**config.mk**
```make
export PLATFORM = sky130hd
export DESIGN_NAME = adc_irq_flag_agg
export DESIGN_NICKNAME = d
export VERILOG_FILES = /design/src/rtl/aif_pkg.sv /design/src/rtl/aif_flag_cell.sv /design/src/rtl/aif_irq_stage.sv /design/src/rtl/adc_irq_flag_agg.sv
export SDC_FILE = /design/constraint.sdc
export NUM_CORES = 1
export LEC_CHECK = 0
export CAP_MARGIN = 20
export CORE_ASPECT_RATIO = 1.1
export CORE_MARGIN = 3
export CORE_UTILIZATION = 31
export CTS_CLUSTER_DIAMETER = 60
export DETAILED_ROUTE_END_ITERATION = 8
export GPL_TIMING_DRIVEN = 0
export PLACE_DENSITY = 0.72
export SLEW_MARGIN = 20
export SYNTH_ARGS = -nofsm -noshare
export SYNTH_HDL_FRONTEND = slang
export SYNTH_SLANG_ARGS = --single-unit
```
**constraint.sdc**
```tcl
create_clock -name clk -period 1.42 [get_ports clk]
set_input_delay 0.284 -clock clk [delete_from_list [all_inputs] [get_ports clk]]
set_output_delay 0.284 -clock clk [all_outputs]
set_load 0.005 [all_outputs]
```
**src/rtl/aif_pkg.sv**
```systemverilog
package aif_pkg;
    parameter int NUM_CH  = 12;
    parameter int NUM_SEQ = 2;
    parameter int DATA_W  = 32;

    localparam int OVR_LSB   = NUM_CH;
    localparam int SEQ_LSB   = DATA_W - 4;
    localparam int THR_SUM   = DATA_W - 2;
    localparam int OVR_SUM   = DATA_W - 1;
    localparam int EN_THR_LSB = NUM_SEQ;
    localparam int EN_OVR    = NUM_SEQ + 2 * NUM_CH;
    localparam int EN_W      = EN_OVR + 1;

    typedef enum logic {
        FL_IDLE = 1'b0,
        FL_PEND = 1'b1
    } flag_state_t;
endpackage

```
**src/rtl/aif_flag_cell.sv**
```systemverilog
module aif_flag_cell
    import aif_pkg::*;
(
    input  logic clk,
    input  logic rst_n,
    input  logic set_i,
    input  logic clr_i,
    output logic flag_o
);
    flag_state_t state_q, state_d;

    always_ff @(posedge clk or negedge rst_n) begin
        if (!rst_n) state_q <= FL_IDLE;
        else        state_q <= state_d;
    end

    always_comb begin
        state_d = state_q;
        unique case (state_q)
            FL_IDLE: if (set_i)            state_d = FL_PEND;
            FL_PEND: if (clr_i && !set_i)  state_d = FL_IDLE;
            default:                       state_d = FL_IDLE;
        endcase
    end

    always_comb flag_o = (state_q == FL_PEND);

    a_r8_set_wins: assert property (@(posedge clk) disable iff (!rst_n)
        set_i |=> flag_o);
    a_r8_clear_drops: assert property (@(posedge clk) disable iff (!rst_n)
        (clr_i && !set_i) |=> !flag_o);
endmodule

```
**src/rtl/aif_irq_stage.sv**
```systemverilog
module aif_irq_stage
    import aif_pkg::*;
(
    input  logic               clk,
    input  logic               rst_n,
    input  logic [NUM_SEQ-1:0] seq_flag_i,
    input  logic [NUM_CH-1:0]  thr_flag_i,
    input  logic               ovr_sum_i,
    input  logic [EN_W-1:0]    en_i,
    output logic [NUM_SEQ-1:0] seq_irq_o,
    output logic               thr_irq_o,
    output logic               ovr_irq_o
);
    logic [NUM_CH-1:0] thr_live;

    for (genvar c = 0; c < NUM_CH; c++) begin : g_thr_gate
        assign thr_live[c] = thr_flag_i[c] &
                             (en_i[EN_THR_LSB + 2*c] | en_i[EN_THR_LSB + 2*c + 1]);
    end

    always_ff @(posedge clk or negedge rst_n) begin
        if (!rst_n) begin
            seq_irq_o <= '0;
            thr_irq_o <= 1'b0;
            ovr_irq_o <= 1'b0;
        end else begin
            seq_irq_o <= seq_flag_i & en_i[NUM_SEQ-1:0];
            thr_irq_o <= |thr_live;
            ovr_irq_o <= ovr_sum_i & en_i[EN_OVR];
        end
    end

    a_r9_thr_quiet: assert property (@(posedge clk) disable iff (!rst_n)
        (thr_flag_i == '0) |=> !thr_irq_o);
    a_r9_ovr_quiet: assert property (@(posedge clk) disable iff (!rst_n)
        !ovr_sum_i |=> !ovr_irq_o);
endmodule

```
**src/rtl/adc_irq_flag_agg.sv**
```systemverilog
module adc_irq_flag_agg
    import aif_pkg::*;
(
    input  logic               clk,
    input  logic               rst_n,
    input  logic [NUM_SEQ-1:0] seq_mode,
    input  logic [NUM_SEQ-1:0] conv_done,
    input  logic [NUM_SEQ-1:0] seq_done,
    input  logic [NUM_CH-1:0]  thr_range_evt,
    input  logic [NUM_CH-1:0]  thr_cross_evt,
    input  logic [NUM_CH-1:0]  ch_ovr_evt,
    input  logic [NUM_SEQ-1:0] seq_ovr_evt,
    input  logic [NUM_SEQ-1:0] gdat_rd,
    input  logic [NUM_CH-1:0]  chdat_rd,
    input  logic               wr_en,
    input  logic               wr_sel,
    input  logic [DATA_W-1:0]  wr_data,
    output logic [DATA_W-1:0]  flags_rd,
    output logic [NUM_SEQ-1:0] seq_irq,
    output logic               thr_irq,
    output logic               ovr_irq
);
    logic [EN_W-1:0]    en_q;
    logic               w1c;
    logic [NUM_CH-1:0]  thr_flag, chovr_flag;
    logic [NUM_SEQ-1:0] dv_flag, seql_flag, govr_flag, seq_flag;
    logic               thr_sum, ovr_sum;
    logic               unused_wr;

    assign w1c       = wr_en && !wr_sel;
    assign unused_wr = ^wr_data[DATA_W-1:EN_W];

    // enable register
    always_ff @(posedge clk or negedge rst_n) begin
        if (!rst_n)                en_q <= '0;
        else if (wr_en && wr_sel)  en_q <= wr_data[EN_W-1:0];
    end

    // per-channel threshold and overrun flags
    for (genvar c = 0; c < NUM_CH; c++) begin : g_ch
        logic thr_set;
        assign thr_set = (thr_range_evt[c] & en_q[EN_THR_LSB + 2*c]) |
                         (thr_cross_evt[c] & en_q[EN_THR_LSB + 2*c + 1]);

        aif_flag_cell u_thr (
            .clk(clk), .rst_n(rst_n),
            .set_i(thr_set), .clr_i(w1c & wr_data[c]),
            .flag_o(thr_flag[c]));

        aif_flag_cell u_ovr (
            .clk(clk), .rst_n(rst_n),
            .set_i(ch_ovr_evt[c]), .clr_i(chdat_rd[c]),
            .flag_o(chovr_flag[c]));

        a_r7_read_clears: assert property (@(posedge clk) disable iff (!rst_n)
            (chdat_rd[c] && !ch_ovr_evt[c]) |=> !flags_rd[OVR_LSB + c]);
    end

    // per-sequence flags with mode-dependent meaning
    for (genvar s = 0; s < NUM_SEQ; s++) begin : g_seq
        aif_flag_cell u_dv (
            .clk(clk), .rst_n(rst_n),
            .set_i(conv_done[s]), .clr_i(gdat_rd[s]),
            .flag_o(dv_flag[s]));

        aif_flag_cell u_latch (
            .clk(clk), .rst_n(rst_n),
            .set_i(seq_done[s] & seq_mode[s]), .clr_i(w1c & wr_data[SEQ_LSB + s]),
            .flag_o(seql_flag[s]));

        aif_flag_cell u_govr (
            .clk(clk), .rst_n(rst_n),
            .set_i(seq_ovr_evt[s]), .clr_i(gdat_rd[s]),
            .flag_o(govr_flag[s]));

        assign seq_flag[s] = seq_mode[s] ? seql_flag[s] : dv_flag[s];

        a_r3_latch_sets: assert property (@(posedge clk) disable iff (!rst_n)
            (seq_mode[s] && seq_done[s]) |=> (!seq_mode[s] || flags_rd[SEQ_LSB + s]));
        a_r2_read_clears: assert property (@(posedge clk) disable iff (!rst_n)
            (!seq_mode[s] && gdat_rd[s] && !conv_done[s]) |=>
                (seq_mode[s] || !flags_rd[SEQ_LSB + s]));
    end

    // summary bits
    assign thr_sum = |thr_flag;
    assign ovr_sum = (|chovr_flag) | (|(govr_flag & ~seq_mode));

    always_comb begin
        flags_rd = '0;
        flags_rd[NUM_CH-1:0]                 = thr_flag;
        flags_rd[OVR_LSB +: NUM_CH]          = chovr_flag;
        flags_rd[SEQ_LSB +: NUM_SEQ]         = seq_flag;
        flags_rd[THR_SUM]                    = thr_sum;
        flags_rd[OVR_SUM]                    = ovr_sum;
    end

    a_r6_sum_holds: assert property (@(posedge clk) disable iff (!rst_n)
        (thr_flag != '0 && !wr_en) |=> flags_rd[THR_SUM]);

    // registered requests
    aif_irq_stage u_irq (
        .clk(clk), .rst_n(rst_n),
        .seq_flag_i(seq_flag), .thr_flag_i(thr_flag), .ovr_sum_i(ovr_sum),
        .en_i(en_q),
        .seq_irq_o(seq_irq), .thr_irq_o(thr_irq), .ovr_irq_o(ovr_irq));

    a_r9_seq_follows: assert property (@(posedge clk) disable iff (!rst_n)
        (flags_rd[SEQ_LSB] && en_q[0]) |=> seq_irq[0]);
endmodule

```
==> results of run 1 <==
power by group through the flow:
stage | combinational (µW) | sequential (µW) | clock (µW)
6_report | 1040 | 2110 | 1390
3_3_place_gp | 902 | 2110 | 0
5_1_grt | 1140 | 2130 | 1530
2_1_floorplan | 393 | 2080 | 0
4_1_cts | 1010 | 2090 | 1440
3_5_place_dp | 920 | 2130 | 0
cell usage after synthesis:
library cell   n  area share (%)
conb_1         1            0.14
buf_2          2            0.37
nand3_1        1            0.19
a41oi_1        1            0.32
o21ai_0       12             2.2
nand2_2        1            0.23
dfrtp_1       61              57
a22oi_1        1            0.28
inv_1         17             2.4
and2_1         2            0.46
buf_4         30             8.3
a21boi_0      12             3.3
a22o_1         2            0.65
buf_6          1            0.42
nand2_1        2            0.28
nand4_1        4            0.93
nor4_1         6             1.4
mux2_2        29              12
a221o_1       12             4.4
a21o_1        16             4.4
and2b_2        1            0.32
or3_1          1            0.23
metal layers:
| layer | GRT usage [%] | vias to the layer above | share of wire, % |
|---|---|---|---|
| li1 | - | 1068 | - |
| met3 | 5.14 | 5 | 7.4 |
| met5 | 0 | - | 0 |
| met1 | 18.4 | 1114 | 40 |
| met2 | 25.8 | 78 | 52 |
| met4 | 4.02 | 0 | 0.62 |
worst register-to-register path: stages (launching register included):
cell,delay [ns]
dfrtp_1,0.42
nor4_4,0.31
buf_4,0.16
buf_6,0.08
buf_6,0.08
buf_6,0.08
buf_6,0.08
buf_6,0.08
buf_6,0.08
buf_6,0.08
a41oi_2,0.09
flip-flops by register name (all words and copies together), names as in the netlist:
signal / cells
u_irq.ovr_irq_o: 1
g_ch.u_ovr.flag_o: 12
g_seq.u_dv.flag_o: 2
u_irq.thr_irq_o: 1
u_irq.seq_irq_o: 2
g_seq.u_govr.flag_o: 2
en_q: 27
g_seq.u_latch.flag_o: 2
g_ch.u_thr.flag_o: 12
logic make-up after synthesis:
kind of cell | after synthesis | synth area share [%]
multiplexers | 29 | 12.1
other | 1 | 0.139
AO/OA/AOI/OAI | 56 | 15.7
AND/OR/NAND/NOR | 18 | 4.03
buffers and inverters | 50 | 11.5
flip-flops | 61 | 56.5
cell type report:
| class | count | area (µm²) | share of cell area (%) |
|---|---|---|---|
| Clock inverter | 4 | 22.5 | 0.486 |
| Timing Repair Buffer | 164 | 1580 | 34.2 |
| Tap cell | 111 | 139 | 3.00 |
| Sequential cell | 61 | 1530 | 32.9 |
| Buffer | 21 | 169 | 3.65 |
| Inverter | 17 | 63.8 | 1.38 |
| Clock buffer | 12 | 155 | 3.35 |
| Multi-Input combinational cell | 107 | 973 | 21.0 |
timing repair:
action,CTS,global route
endpoints found under the setup margin,52,23
endpoints found under the hold margin,23,0
pin swaps,8,1
buffers inserted,38,9
gates resized for setup,123,36
hold buffers,1,0
stage by stage:
step	cell area, µm²	setup WS [ns]	std cells	utilization (%)
floorplan	2710	0.176	218	-
detailed placement	4090	-0.745	452	48.6
CTS	4570	-0.273	499	54.3
global route	4630	-0.323	497	55.1
global placement	4070	-1.88	451	48.4
finish	4630	-0.270	497	55.1
final timing paths:
| check | startpoint | endpoint | slack (ns) | cells after the start |
|---|---|---|---|---|
| max in group asynchronous | rst_n | en_q[3] | 0.52 | 3 |
| setup / recovery | g_ch[4].u_thr.flag_o | flags_rd[30] | -0.27 | 3 |
| min in group clk | seq_mode[1] | g_seq[1].u_latch.flag_o | 0.40 | 2 |
| hold / removal | rst_n | g_seq[1].u_latch.flag_o | 0.39 | 2 |
| hold reg to reg | en_q[1] | u_irq.seq_irq_o[1] | 0.47 | 1 |
| setup reg to reg | g_ch[8].u_ovr.flag_o | u_irq.ovr_irq_o | -0.24 | 10 |
==> results by group, run 1 <==
Synth
  – Syn Std Cell Area: 2700 µm²
  – Synthesis Warnings: 0
  – Average cell area after synthesis: 12.6 µm²
  – Register bit total from synthesis: 61
  – Syn Inst Count: 215
  – Netlist cell types: 22
  – Sequential share of the synthesized area: 56.5%

Worst setup path
  – Worst-path cell chain: nor4_4 > nand3_1 > buf_2
  – Family with the most delay on the worst path: simple AND/OR/NAND/NOR gates
  – Slowest stage delay, CP: 0.41 ns
  – Crit start category: flip-flop
  – Slowest-stage cell, CP: dfrtp_1
  – Worst EP arrival: 1.41 ns
  – CP required: 1.14 ns
  – Setup crit end kind: output pin
  – Critical path buffers and inverters: 1
  – Worst Path Class, Setup: flip-flop to output pin
  – Critical path fanouts, max: 2

CTS
  – Clk buf depth: 2
  – CTS clk-pin slew, worst paths: 0.07 ns
  – H-tree depth: 3
  – Worst-skew pair later-pin latency: 0.33 ns
  – Num CTS Buffers: 9
  – Clock root buffer: clkbuf_8
  – TritonCTS clock tree: yes
  – # clock sinks: 61

Global route
  – Initial antenna violation count: 0
  – Number of global-route vias before repair: 2307
  – Remaining Overflow, GRT: 0
  – Largest net degree at the start of global routing: 39
  – Gr usage total: 15.3%
  – First-pass GRT wire length: 11400 µm

Place
  – PortBufs: 122
  – DP HPWL: 5460 µm
  – GP Congestion: 0.774

Die
  – Die area: 9870 µm²
  – Initial core utilization: 32.1%
  – Core Rows: 35
  – Die X: 95.0 µm
  – Core outline area: 8410 µm²
  – Die Y-Extent: 104 µm
  – Boundary Pins: 130

Final layout
  – Most common cell after layout, fill and taps aside: clkdlybuf4s50_1
  – Fillers: 751
  – Most frequent cells in the layout: 87 x clkdlybuf4s50_1, 61 x dfrtp_1, 41 x buf_4
  – Area grow syn2layout: 71.6%
  – Fin nets: 475
  – Ant. Diodes: 0
  – Fraction of layout cells with a size suffix above 1: 37.6%

STA
  – Slew Viols, Final: 0
  – Min Tclk post-route: 1.69 ns
  – Period utilization: 119%
  – Final WS setup: -0.270 ns
  – Fin Clk Skew: 0.0105 ns
  – Endpoints failing hold: 0
  – Final setup fails: 5
  – Setup TNS: -1.12 ns
  – Fmax: 592 MHz
  – Hold Worst Slack: 0.389 ns
  – RSZ-0062 raised after global routing: true

Power
  – Final Total Pwr: 4540 µW
  – Combinational Power Share: 22.9%
  – NetSw: 1170 µW
  – Power share of the sequential group: 46.4%
  – Max VDD drop: 505 µV
  – P_int: 3380 µW
  – Clock power frac: 30.6%
  – Sw frac: 25.6%
  – PwrDens: 981 nW/µm²
  – Leakage power: 0.00207 µW

Route
  – Vias per cell: 4.56
  – DRT iter0 DRCs: 48
  – Via count of the routed design: 2265
  – Post-DRT Antenna Nets: 0
  – Detailed Route WL: 7630 µm
  – Pre-antenna DRT Iters: 4
  – # DRC: 0
  – Routed WL per cell: 15.4 µm

Outcome
  – Status: finished, violations left
  – Failing checks: negative setup slack

Run
  – Max-cap violations: 0

Worst hold path
  – HP Class: input port to async pin
(Power assumes the default switching activity.)
==> run 2: changes to the inputs <==
Settings changed: ABC_CLOCK_PERIOD_IN_PS set to 1420.
==> results of run 2 <==
Final layout, timing and power as in run 1 (identical DEF).
